### config.mk
export PLATFORM = sky130hd
export DESIGN_NAME = acc16_core
export DESIGN_NICKNAME = d
export VERILOG_FILES = /design/src/rtl/acc16_pkg.sv /design/src/rtl/acc16_alu.sv /design/src/rtl/acc16_ctrl.sv /design/src/rtl/acc16_datapath.sv /design/src/rtl/acc16_core.sv
export SDC_FILE = /design/constraint.sdc
export NUM_CORES = 1
export LEC_CHECK = 0
export BUFFER_PORTS_ARGS = -buffer_cell sky130_fd_sc_hd__buf_2
export CORE_UTILIZATION = 29
export CTS_BUF_LIST = sky130_fd_sc_hd__clkbuf_8
export CTS_CLUSTER_SIZE = 20
export DETAILED_ROUTE_END_ITERATION = 8
export PLACE_DENSITY = 0.52
export SKIP_CTS_REPAIR_TIMING = 1
export SLEW_MARGIN = 10
export SYNTH_ARGS = -nofsm -noshare
export SYNTH_HDL_FRONTEND = slang
export SYNTH_SLANG_ARGS = --single-unit
### constraint.sdc
create_clock -name clk -period 3.7 [get_ports clk]
set_input_delay 0.37 -clock clk [delete_from_list [all_inputs] [get_ports clk]]
set_output_delay 0.37 -clock clk [all_outputs]
set_load 0.005 [all_outputs]
### src/rtl/acc16_pkg.sv
package acc16_pkg;

    localparam int OP_W = 4;

    typedef enum logic [OP_W-1:0] {
        OP_LOAD  = 4'd0,
        OP_STORE = 4'd1,
        OP_ADD   = 4'd2,
        OP_SUB   = 4'd3,
        OP_JUMP  = 4'd4,
        OP_JPOS  = 4'd5,
        OP_JNZ   = 4'd6,
        OP_STOP  = 4'd7
    } op_e;

    typedef enum logic {ST_FETCH = 1'b0, ST_EXEC = 1'b1} phase_e;
    typedef enum logic {PC_NEXT = 1'b0, PC_JUMP = 1'b1} pc_src_e;
    typedef enum logic {ADDR_PC = 1'b0, ADDR_OPND = 1'b1} addr_src_e;
    typedef enum logic [1:0] {ALU_PASS = 2'd0, ALU_ADD = 2'd1, ALU_SUB = 2'd2} alu_mode_e;

    // Eight control signals produced by the controller
    typedef struct packed {
        logic      ir_ld;
        logic      pc_ld;
        pc_src_e   pc_src;
        logic      acc_ld;
        addr_src_e addr_src;
        alu_mode_e alu_mode;
        logic      mem_rd;
        logic      mem_wr;
    } ctrl_t;

    function automatic ctrl_t fetch_ctrl();
        ctrl_t c;
        c          = '0;
        c.ir_ld    = 1'b1;
        c.pc_ld    = 1'b1;
        c.pc_src   = PC_NEXT;
        c.addr_src = ADDR_PC;
        c.alu_mode = ALU_PASS;
        c.mem_rd   = 1'b1;
        return c;
    endfunction

    function automatic ctrl_t exec_ctrl(logic [OP_W-1:0] op, logic acc_neg, logic acc_zero);
        ctrl_t c;
        c          = '0;
        c.pc_src   = PC_JUMP;
        c.addr_src = ADDR_OPND;
        c.alu_mode = ALU_PASS;
        case (op)
            OP_LOAD: begin
                c.mem_rd = 1'b1;
                c.acc_ld = 1'b1;
            end
            OP_STORE: c.mem_wr = 1'b1;
            OP_ADD: begin
                c.mem_rd   = 1'b1;
                c.acc_ld   = 1'b1;
                c.alu_mode = ALU_ADD;
            end
            OP_SUB: begin
                c.mem_rd   = 1'b1;
                c.acc_ld   = 1'b1;
                c.alu_mode = ALU_SUB;
            end
            OP_JUMP: c.pc_ld = 1'b1;
            OP_JPOS: c.pc_ld = ~acc_neg;
            OP_JNZ:  c.pc_ld = ~acc_zero;
            default: c.pc_ld = 1'b0;
        endcase
        return c;
    endfunction

endpackage

### src/rtl/acc16_alu.sv
module acc16_alu
    import acc16_pkg::*;
#(
    parameter int DATA_W       = 16,
    parameter bit SHARED_ADDER = 1'b1
) (
    input  logic [DATA_W-1:0] a,
    input  logic [DATA_W-1:0] b,
    input  alu_mode_e         mode,
    output logic [DATA_W-1:0] y
);

    generate
        if (SHARED_ADDER) begin : g_shared
            logic [DATA_W-1:0] b_eff;
            logic [DATA_W-1:0] carry_in;
            logic [DATA_W-1:0] sum;
            always_comb begin
                b_eff    = (mode == ALU_SUB) ? ~b : b;
                carry_in = {{(DATA_W-1){1'b0}}, (mode == ALU_SUB)};
                sum      = a + b_eff + carry_in;
                y        = (mode == ALU_PASS) ? b : sum;
            end
        end else begin : g_split
            always_comb begin
                case (mode)
                    ALU_ADD: y = a + b;
                    ALU_SUB: y = a - b;
                    default: y = b;
                endcase
            end
        end
    endgenerate

endmodule

### src/rtl/acc16_ctrl.sv
module acc16_ctrl
    import acc16_pkg::*;
(
    input  logic            clk,
    input  logic            rst,
    input  logic [OP_W-1:0] opcode,
    input  logic            acc_neg,
    input  logic            acc_zero,
    output ctrl_t           ctl,
    output logic            halted
);

    phase_e phase;
    phase_e phase_nx;

    always_comb begin
        if (phase == ST_FETCH) begin
            ctl      = fetch_ctrl();
            phase_nx = ST_EXEC;
        end else begin
            ctl      = exec_ctrl(opcode, acc_neg, acc_zero);
            phase_nx = (opcode == OP_STOP) ? ST_EXEC : ST_FETCH;
        end
    end

    assign halted = (phase == ST_EXEC) && (opcode == OP_STOP);

    always_ff @(posedge clk) begin
        if (rst) phase <= ST_FETCH;
        else     phase <= phase_nx;
    end

    a_r1_reset_to_fetch: assert property (@(posedge clk)
        rst |=> (phase == ST_FETCH));

    a_r2_fetch_then_exec: assert property (@(posedge clk) disable iff (rst)
        (phase == ST_FETCH) |=> (phase == ST_EXEC));

    a_r11_halt_sticky: assert property (@(posedge clk) disable iff (rst)
        halted |=> (halted && phase == ST_EXEC));

endmodule

### src/rtl/acc16_datapath.sv
module acc16_datapath
    import acc16_pkg::*;
#(
    parameter int DATA_W       = 16,
    parameter bit SHARED_ADDER = 1'b1
) (
    input  logic              clk,
    input  logic              rst,
    input  ctrl_t             ctl,
    input  logic [DATA_W-1:0] mem_rdata,
    output logic [DATA_W-OP_W-1:0] mem_addr,
    output logic [DATA_W-1:0] mem_wdata,
    output logic [OP_W-1:0]   opcode,
    output logic              acc_neg,
    output logic              acc_zero
);

    localparam int ADDR_W = DATA_W - OP_W;

    logic [DATA_W-1:0] ir;
    logic [DATA_W-1:0] acc;
    logic [ADDR_W-1:0] pc;
    logic [ADDR_W-1:0] operand;
    logic [DATA_W-1:0] alu_y;

    assign operand  = ir[ADDR_W-1:0];
    assign opcode   = ir[DATA_W-1:ADDR_W];
    assign acc_neg  = acc[DATA_W-1];
    assign acc_zero = (acc == '0);
    assign mem_addr  = (ctl.addr_src == ADDR_PC) ? pc : operand;
    assign mem_wdata = acc;

    acc16_alu #(
        .DATA_W      (DATA_W),
        .SHARED_ADDER(SHARED_ADDER)
    ) u_alu (
        .a   (acc),
        .b   (mem_rdata),
        .mode(ctl.alu_mode),
        .y   (alu_y)
    );

    always_ff @(posedge clk) begin
        if (rst) begin
            ir  <= '0;
            acc <= '0;
            pc  <= '0;
        end else begin
            if (ctl.ir_ld)  ir  <= mem_rdata;
            if (ctl.acc_ld) acc <= alu_y;
            if (ctl.pc_ld)  pc  <= (ctl.pc_src == PC_JUMP) ? operand : pc + 1'b1;
        end
    end

    a_r2_pc_increment: assert property (@(posedge clk) disable iff (rst)
        (ctl.pc_ld && ctl.pc_src == PC_NEXT) |=> (pc == $past(pc) + 1'b1));

    a_r8_jump_target: assert property (@(posedge clk) disable iff (rst)
        (ctl.pc_ld && ctl.pc_src == PC_JUMP) |=> (pc == $past(operand)));

    a_r12_acc_hold: assert property (@(posedge clk) disable iff (rst)
        !ctl.acc_ld |=> $stable(acc));

endmodule

### src/rtl/acc16_core.sv
module acc16_core
    import acc16_pkg::*;
#(
    parameter int DATA_W       = 16,
    parameter bit SHARED_ADDER = 1'b1
) (
    input  logic                   clk,
    input  logic                   rst,
    output logic [DATA_W-OP_W-1:0] mem_addr,
    output logic                   mem_rd,
    output logic                   mem_wr,
    output logic [DATA_W-1:0]      mem_wdata,
    input  logic [DATA_W-1:0]      mem_rdata,
    output logic                   halted
);

    ctrl_t           ctl;
    logic [OP_W-1:0] opcode;
    logic            acc_neg;
    logic            acc_zero;

    acc16_ctrl u_ctrl (
        .clk     (clk),
        .rst     (rst),
        .opcode  (opcode),
        .acc_neg (acc_neg),
        .acc_zero(acc_zero),
        .ctl     (ctl),
        .halted  (halted)
    );

    acc16_datapath #(
        .DATA_W      (DATA_W),
        .SHARED_ADDER(SHARED_ADDER)
    ) u_dp (
        .clk      (clk),
        .rst      (rst),
        .ctl      (ctl),
        .mem_rdata(mem_rdata),
        .mem_addr (mem_addr),
        .mem_wdata(mem_wdata),
        .opcode   (opcode),
        .acc_neg  (acc_neg),
        .acc_zero (acc_zero)
    );

    assign mem_rd = ctl.mem_rd;
    assign mem_wr = ctl.mem_wr;

    a_r11_bus_quiet: assert property (@(posedge clk) disable iff (rst)
        halted |-> (!mem_rd && !mem_wr));

    a_r5_no_read_on_write: assert property (@(posedge clk) disable iff (rst)
        mem_wr |-> !mem_rd);

endmodule

==> results of run 1 <==
==> critical path, delay by kind of cell (launching register included) <==
family / cells / cell delay (ps)
compound gates: 4 / 1290
simple gates: 3 / 530
xor+xnor: 2 / 380
flops: 1 / 370
fa+ha+maj: 1 / 300
buf+inv: 1 / 250
==> per-layer routing <==
layer,share of wire,track usage
met2,0.45,0.253
met1,0.48,0.219
met3,0.051,0.0278
met4,0.017,0.0476
met5,0,0
==> path summary, 6_finish.rpt <==
path | end | start | slack [ps]
worst max-delay path | u_dp.mem_wdata[9] | u_dp.ir[14] | 480
worst min-delay path | u_dp.ir[12] | mem_rdata[12] | 350
worst max register to register | u_dp.mem_wdata[9] | u_dp.ir[14] | 480
worst min register to register | u_dp.ir[0] | u_dp.ir[0] | 480
==> flip-flops by register name, summed over array words and instances (netlist names) <==
register / count
u_dp.ir: 16
u_dp.pc: 12
u_dp.mem_wdata: 16
u_ctrl.phase: 1
==> layout make-up <==
class,instances,share of cell area
well taps,136,0.0476
flip-flops and latches,45,0.252
repair buffers,55,0.0819
clock buffers,5,0.0193
clock inverters,3,0.00630
inverters,17,0.0179
multi-input cells,327,0.575
==> logic make-up after synthesis <==
logic type | after synthesis | synth area share
and+or+nand+nor | 145 | 0.225
adders and majority gates | 18 | 0.0744
xor gates and xnor gates | 28 | 0.0784
muxes | 7 | 0.0228
AOI/OAI and AO/OA | 129 | 0.255
DFF | 45 | 0.288
buffers and inverters | 45 | 0.0568
==> metrics by stage <==
stage	util	hold WS, ps
2_1_floorplan	-	448
3_3_place_gp	0.336	459
3_5_place_dp	0.336	465
4_1_cts	0.345	341
5_1_grt	0.345	356
6_report	0.345	351
==> cell usage after synthesis, types with 2 or more instances <==
| cell | n | area share |
|---|---|---|
| a2111oi_0 | 2 | 0.0056 |
| mux2i_1 | 6 | 0.019 |
| nor4_1 | 6 | 0.012 |
| dfxtp_1 | 45 | 0.29 |
| xor2_1 | 3 | 0.0084 |
| inv_1 | 17 | 0.020 |
| clkbuf_1 | 24 | 0.029 |
| nor2_1 | 40 | 0.048 |
| a311oi_1 | 4 | 0.011 |
| or3_1 | 2 | 0.0040 |
| nor3_1 | 7 | 0.011 |
| xnor2_1 | 25 | 0.070 |
| nand4_1 | 5 | 0.010 |
| a21oi_1 | 44 | 0.070 |
| o211ai_1 | 3 | 0.0072 |
| nand2_1 | 37 | 0.044 |
| and2_0 | 2 | 0.0040 |
| a22oi_1 | 7 | 0.017 |
| buf_4 | 2 | 0.0048 |
| a21o_1 | 4 | 0.0096 |
| and3_1 | 6 | 0.012 |
| o21ai_0 | 33 | 0.053 |
| a31oi_1 | 6 | 0.012 |
| nand3_1 | 13 | 0.021 |
| ha_1 | 17 | 0.068 |
| nor2b_1 | 4 | 0.0080 |
| and2_1 | 3 | 0.0060 |
| a211oi_1 | 10 | 0.024 |
| a41oi_1 | 2 | 0.0056 |
| nand2b_1 | 15 | 0.030 |
==> layout by cell type, fill, tap and decap left out, types with 4 or more instances in the layout <==
master,count
nand2_1,37
a21o_1,4
nor4_1,6
a21oi_1,44
nand4_1,5
buf_4,7
a211oi_1,10
o21ai_0,33
and3_1,6
buf_2,48
dfxtp_1,44
inv_1,17
nor3_1,7
nor2b_1,4
ha_1,17
mux2i_1,6
a31oi_1,6
nand2b_1,15
clkbuf_8,5
nor2_1,40
xnor2_1,25
nand3_1,13
a311oi_1,4
a22oi_1,7
==> report_power, final <==
group	leakage [nW]	internal, mW	switching (mW)
sequential	0.370	0.518	0.0408
clock	0.0481	0.135	0.196
combinational	0.995	0.154	0.203
==> metrics, run 1 <==
layout cells sized above 1 0.153; Setup violations, final 0; vias after detailed routing about 3,000; die width approximately 110 um; Clock Skews between 7 and 8 ps; Routability Congestion roughly 0.80; core box area about 10,000 um2; depth of the CTS H-tree 2; PwrDens about 350 nW/um2; vias in the first global route 2,728; Net Count, Synth 453; pins over their slew limit 0; port bufs 48; footprint of the multi-input gates 2050 um2; Slew headroom 0.604; crit path cell chain nor2_1 > nand4_1 > buf_4 > xnor2_1 > ha_1 > and3_1 > a311o_2 > a31o_2 > a21oi_1 > xor2_1 > a2111oi_0; f_max 310 MHz; Routed Antenna Nets 0; clock buffer depth 2; initial drt markers 168; crit end category flop; number of distinct library cells after synthesis between 50 and 60; fin crit period 3220 ps; CTS tree done; WL final between 8 and 9 mm; Worst Path Required 3900 ps; fraction of registers with async set/reset 0; worst r2r path cells 11; Fin. Hold Viols 0; first drt pass iteration count 4; Place WS 479 ps; Clock Sinks 45; total chip power between 1 and 1.5 mW; cts bufs inserted 5; Inst Count DP 580; Die ar. 11,200 um2; Critical Path Slowest Stage Cell a311o_2; Seq cells post-synth 45; chip height 106 um; vias per inst 5.17; Fill cells ~1,100; first-pass GRT wire length 14.0 mm; Tot GR Track Use 0.159; HPWL after DPL around 6.4 mm; VDD IR max 0.000143 V; crit-path max FO 14; number of diodes 0; dpl cell area 3480 um2; Tcrit/Tclk final 0.871; slowest stage delay, CP slightly below 400 ps; # rows 37; wire length per cell ~15 um; Hold Path Class input pin to flop; measured slew at the worst slew-check pin ~590 ps; status completed; Yosys warnings 0; Final Non-Filler Cells 588; Worst-Skew Late Latency slightly above 300 ps; CP Launch Type flop; Post-synth EDFFs 0; clock-pin slew on the worst setup and hold paths 100 ps; final instance area 3570 um2; cell count after synthesis 417; register area share after synthesis 0.288; Most used DFF post-synth dfxtp_1; Mean Syn Cell Area 7.50 um2; starting density of the core 0.302; Syn-to-layout area delta 14.3%; Final nets 487; IO Pins 49; Post-Syn Area ~3100 um2; Worst Hold Depth 3; root buf cell clkbuf_8; initial antenna violation count 0; Critical Path AT around 3400 ps; CP Class flop to flop; max cap viols 0; setup ws final approximately 480 ps; Setup TNS 0 ps; global route overflow 0; largest net degree at the start of global routing 62; Static Leak about 1.4 nW; Reg area 902 um2; Residual DRC 0; RSZ-0062 raised after global routing no
No activity file was read; power rests on OpenSTA's default activity.
==> inputs of run 2 (changes only) <==
- ABC_AREA: unset -> 1
- clock period: 3.7 -> 4.1 ns (I/O delays scaled with it)
==> metrics, run 2 <==
Worst-Skew Late Latency 310 ps (about the same); first drt pass iteration count 5 (+1); number of diodes 0 (unchanged); most frequent CP cell nand2_1; largest net degree at the start of global routing 50 (-19%); measured slew at the worst slew-check pin 694 ps (+101 ps); f_max 373 MHz (+20%); Yosys top cell area share 0.291 (+0.00279); initial antenna violation count 0 (unchanged); slowest stage delay, CP 420 ps (+30 ps); Worst Hold Depth 3 (unchanged); PwrDens 314 nW/um2 (-10%); max cap viols 0 (unchanged); vias in the first global route 3,029 (+11%); Die ar. 11,100 um2 (-0.94%); crit end category flop; Residual DRC 0 (unchanged); chip height 105 um (-0.47%); HPWL after DPL 6.80 mm (+5.5%); Tcrit/Tclk final 0.654 (-0.217); Slew headroom 0.537 (-0.0666); Post-synth EDFFs 0 (unchanged); Setup TNS 0 ps (unchanged); post-layout util 0.342 (-0.00245); depth of the CTS H-tree 2 (unchanged); layout cells sized above 1 0.141 (-0.0115); crit-path max FO 17 (+3); Static Leak 1.62 nW (+15%); first-pass GRT wire length 15.4 mm (+9.4%); VDD IR max 0.000139 V (-2.6%); Net Count, Synth 506 (+12%); Post-synth top cells nand2_1 (117), a21oi_1 (67), dfxtp_1 (45), nor2_1 (40), o21ai_0 (37); Clock Sinks 45 (unchanged); cts bufs inserted 5 (unchanged); # rows 37 (unchanged); hold_ws 348 ps (-2.91 ps); port bufs 48 (unchanged); clock buffer depth 2 (unchanged); initial drt markers 196 (+17%); fin crit period 2680 ps (-540 ps); clock-pin slew on the worst setup and hold paths 100 ps (about the same); Hold Path Class input pin to flop; root buf cell clkbuf_8; core box area 10,300 um2 (-0.45%); Most used DFF post-synth dfxtp_1; Final nets 545 (+12%); CP Class flop to flop; Setup violations, final 0 (unchanged); WL final 9.35 mm (+6.1%); number of distinct library cells after synthesis 37 (-30%); IO Pins 49 (unchanged); vias per inst 5.02 (-3.0%); Routability Congestion 0.836 (+5.2%); Fin. Hold Viols 0 (unchanged); Mean Syn Cell Area 6.59 um2 (-12%); instance count on the critical path 14 (+3); CP Launch Type flop; worst r2r path cells 14 (+3); register area share after synthesis 0.291 (+0.00279); Worst Path Required 4280 ps (+380 ps); setup ws final 1420 ps (+940 ps); die width 105 um (-0.47%); most common cell after layout, fill and taps aside nand2_1; Critical Path Slowest Stage Cell fa_1; CTS tree done; pins over their slew limit 0 (unchanged); Inst Count DP 638 (+10%); Buffers & Inverters on Critical Path 0 (-1); leading area contributor after synthesis dfxtp_1; top-count cell post-synth nand2_1; Synth area leaders dfxtp_1 (29%), nand2_1 (14%), a21oi_1 (11%); global route overflow 0 (unchanged); Seq cells post-synth 45 (unchanged); Tot GR Track Use 0.173 (+0.0133); Syn-to-layout area delta 14.1%; Clock Skews 8.62 ps (+1.21 ps); Final Non-Filler Cells 646 (+9.9%); Crit path max-delay family simple AND/OR/NAND/NOR gates; Yosys warnings 0 (unchanged); RSZ-0062 raised after global routing no; vias after detailed routing 3,240 (+6.6%); Critical Path AT 2860 ps (-570 ps); starting density of the core 0.300 (-0.00156); status completed; Place WS 1390 ps (+911 ps); Routed Antenna Nets 0 (unchanged); wire length per cell 14.5 um (-3.5%); crit path cell chain nor2_2 > nand3_4 > xnor2_1 > fa_1 > nand2_1 > nand2_1 > o21ai_1 > o21ai_0 > nand3_1 > nand2_1 > nand2_1 > nand2_1 > o21ai_1 > a21oi_1; cell count after synthesis 470 (+13%); fraction of registers with async set/reset 0 (unchanged); Post-Syn Area 3100 um2 (-0.96%); most frequent cells in the layout nand2_1 (117), a21oi_1 (67), buf_2 (48)
run 2: changes by cell type in the layout (fill, tap and decap cells not counted), moves of 7 or more:
cell and change:
nand2_1 +80, a21oi_1 +23, inv_1 +16, nand2b_1 -15, xnor2_1 -14, a211oi_1 -10, a22oi_1 -7, xor2_1 +7
run 2: stage by stage:
step	total power [mW]	cell area (um2)
floorplan	0.714	3100
detailed placement	0.808	3440
global route	1.19	3530
global placement	0.804	3440
CTS	1.12	3530
finish	1.11	3530
run 2: layout make-up:
type                       instances  area, um2
clock buffer                       5       68.8
clock inverter                     3       25.0
fill                            1182       6790
inverter                          36        135
multi-input combinational        370       1970
sequential                        45        901
tap                              136        170
timing repair buffer              51        263
run 2: power by group:
| group | internal [mW] | leakage [nW] | switching, mW | total, mW |
|---|---|---|---|---|
| combinational | 0.110 | 1.21 | 0.190 | 0.300 |
| clock | 0.124 | 0.0447 | 0.186 | 0.310 |
| sequential | 0.469 | 0.370 | 0.0292 | 0.498 |
| total | 0.702 | 1.62 | 0.406 | 1.11 |
run 2: kinds of logic (layout without fill, tap and decap cells):
kind of cell | count (synthesis) | in the layout | synth area share
DFF | 45 | 45 | 0.291
and+or+nand+nor | 207 | 207 | 0.287
xor gates and xnor gates | 21 | 21 | 0.0594
AOI/OAI and AO/OA | 124 | 124 | 0.215
adders and majority gates | 18 | 18 | 0.0752
buffers and inverters | 55 | 95 | 0.0727
run 2: worst min-delay path, stage by stage:
cell and delay, ps:
buf_2 110, nand2_1 60, a21oi_1 50
run 2: worst paths after layout:
check / slack, ps / end / from
worst min register to register: 490 / u_dp.pc[11] / u_dp.pc[11]
worst max-delay path: 1420 / u_dp.mem_wdata[14] / u_dp.ir[14]
worst max register to register: 1420 / u_dp.mem_wdata[14] / u_dp.ir[14]
worst min-delay path: 350 / u_dp.ir[0] / mem_rdata[0]
run 2: per-layer routing:
metal / track usage / up-vias / wire (um)
met2: 0.282 / 70 / 4300
met1: 0.234 / 1498 / 4540
met4: 0.0503 / 0 / 159
li1: - / 1658 / -
met3: 0.0266 / 14 / 345
met5: 0 / - / 0
==> inputs of run 3 (changes only) <==
- PLACE_DENSITY: 0.52 -> 0.54
- clock period: 4.1 -> 2.4 ns (I/O delays scaled with it)
==> metrics, run 3 (synthesis results as in run 2) <==
layout cells sized above 1 0.251 (+0.110); Worst-Skew Late Latency 310 ps (about the same); status finished, violations left; Routability Congestion 0.915 (+9.4%); vias after detailed routing 3,336 (+3.0%); Static Leak 1.80 nW (+11%); Sw Pwr 726 uW (+79%); worst r2r dst u_dp.mem_wdata[15]; first-pass GRT wire length 15.5 mm (+0.94%); starting density of the core 0.300 (unchanged); wire length per cell 14.6 um (+0.73%); cts bufs inserted 5 (unchanged); slowest stage delay, CP 360 ps (-60 ps); Final nets 577 (+5.9%); # rows 37 (unchanged); die width 105 um (unchanged); Worst R2R Start u_dp.ir[15]; met2 usage 0.294 (+0.0117); flop2flop setup slack -3 ps (-1420 ps); Sequential Power Share 0.427 (-0.023); Worst Hold Depth 3 (unchanged); Hold Startpoint mem_rdata[0]; depth of the CTS H-tree 2 (unchanged); footprint of the multi-input gates 2110 um2 (+7.2%); Internal 1.27 mW (+81%); Place WS -91.6 ps (-1480 ps); post-layout util 0.383 (+0.0406); RSZ-0062 raised after global routing yes; Setup violations, final 1 (+1); initial drt markers 193 (-1.5%); fin crit period 2400 ps (-281 ps); Residual DRC 0 (unchanged); clock buffer depth 2 (unchanged); Hold Path Class input pin to flop; most common cell after layout, fill and taps aside nand2_1; Net Sw Frac 0.364 (-0.00235); clock share of power 0.254 (-0.026); Critical Path AT 2600 ps (-260 ps); Tcrit/Tclk final 1.00 (+0.347); core box area 10,300 um2 (unchanged); setup ws final -2.64 ps (-1420 ps); total chip power 2.00 mW (+80%); measured slew at the worst slew-check pin 637 ps (-56.7 ps); VDD IR max 0.000243 V (+75%); port bufs 48 (unchanged); most frequent CP cell nand2_1; max cap viols 0 (unchanged); crit-path max FO 6 (-11); GRT met1 Usage 0.238 (+0.00472); WL final 9.88 mm (+5.7%); Fill cells 1,132 (-4.2%); most frequent cells in the layout nand2_1 (107), a21oi_1 (59), buf_2 (48); vias in the first global route 3,091 (+2.0%); Worst Path Required 2600 ps (-1680 ps); hold_ws 187 ps (-161 ps); Die ar. 11,100 um2 (unchanged); first drt pass iteration count 4 (-1); Fin. Hold Viols 0 (unchanged); Routed Antenna Nets 0 (unchanged); PwrDens 505 nW/um2 (+61%); HPWL after DPL 6.96 mm (+2.4%); CTS tree done; Tot GR Track Use 0.176 (+0.00334); chip height 105 um (unchanged); Reg area 902 um2 (+0.14%); pins over their slew limit 0 (unchanged); clock-pin slew on the worst setup and hold paths 100 ps (about the same); largest net degree at the start of global routing 50 (unchanged); vias per inst 4.92 (-1.9%); Critical Path Slowest Stage Cell ha_1; Final Non-Filler Cells 678 (+5.0%); Clock Sinks 45 (unchanged); initial antenna violation count 0 (unchanged); global route overflow 0 (unchanged); IO Pins 49 (unchanged); root buf cell clkbuf_8; Slew headroom 0.575 (+0.0379); f_max 416 MHz (+12%); CP Launch Type flop; Syn-to-layout area delta 27.6%; grt met3 use 0.0235 (-0.00309); hold endpoint u_dp.ir[0]; crit path cell chain nor2_4 > nand3_4 > buf_12 > xnor2_1 > ha_1 > nand2_1 > nor2_1 > a21oi_1 > nand2_2 > nand2_2 > nand2_1 > nand2_1 > nand3_1 > nand2_1 > a21oi_2; Combinational Power Share 0.319 (+0.048); CP Class flop to flop; violated checks setup timing; worst r2r path cells 15 (+1); Inst Count DP 651 (+2.0%); number of diodes 0 (unchanged); Clock Skews 14.2 ps (+5.59 ps); GR peak layer met2; crit end category flop
## run 3: cell types whose count changed in the layout (fill, tap and decap cells not counted), moves of 3 or more
cell,delta
a21oi_1,-8
a21oi_2,+8
buf_4,+26
buf_6,+3
clkinvlp_4,+3
nand2_1,-10
nand2_2,+10
o21ai_0,-6
o21ai_1,+3
## run 3: critical path, delay by kind of cell, from the launching register on
kind | cells | cell delay [ps]
simple gates | 10 | 1040
xor+xnor | 1 | 120
compound gates | 2 | 220
fa+ha+maj | 1 | 360
buf+inv | 1 | 190
flops | 1 | 350
## run 3: worst max path at each step
stage                     start                  to  cells after the start
floorplan           u_dp.ir[14]  u_dp.mem_wdata[14]                     15
global placement    u_dp.ir[14]  u_dp.mem_wdata[14]                     14
detailed placement  u_dp.ir[14]  u_dp.mem_wdata[14]                     14
CTS                 u_dp.ir[14]  u_dp.mem_wdata[14]                     14
global route        u_dp.ir[15]  u_dp.mem_wdata[15]                     15
finish              u_dp.ir[15]  u_dp.mem_wdata[15]                     15
## run 3: final cells by class
type                       instances  share of cell area
multi-input combinational        371               0.535
sequential                        45               0.228
timing repair buffer              82               0.136
tap                              136              0.0431
inverter                          36              0.0351
clock buffer                       5              0.0174
clock inverter                     3             0.00570
## run 3: through the flow
step | cell area [um2] | TNS (ps)
after CTS | 3640 | -435
after floorplan | 3100 | 0
after global routing | 3950 | -730
final | 3950 | -2.64
after global placement | 3550 | -73.8
after detailed placement | 3550 | -247
## run 3: per-layer routing
metal  vias up  part of all wire  wire length [um]
li1       1719                 -                 -
met1      1557              0.47              4670
met2        56              0.48              4720
met3         4             0.043               428
met4         0            0.0062                61
met5         -                 0                 0
## run 3: power groups by stage
| stage | Clock (mW) | Combinational (mW) | Sequential, mW |
|---|---|---|---|
| floorplan | 0 | 0.366 | 0.855 |
| global placement | 0 | 0.533 | 0.864 |
| detailed placement | 0 | 0.539 | 0.865 |
| CTS | 0.522 | 0.541 | 0.848 |
| global route | 0.546 | 0.708 | 0.859 |
| finish | 0.507 | 0.637 | 0.851 |
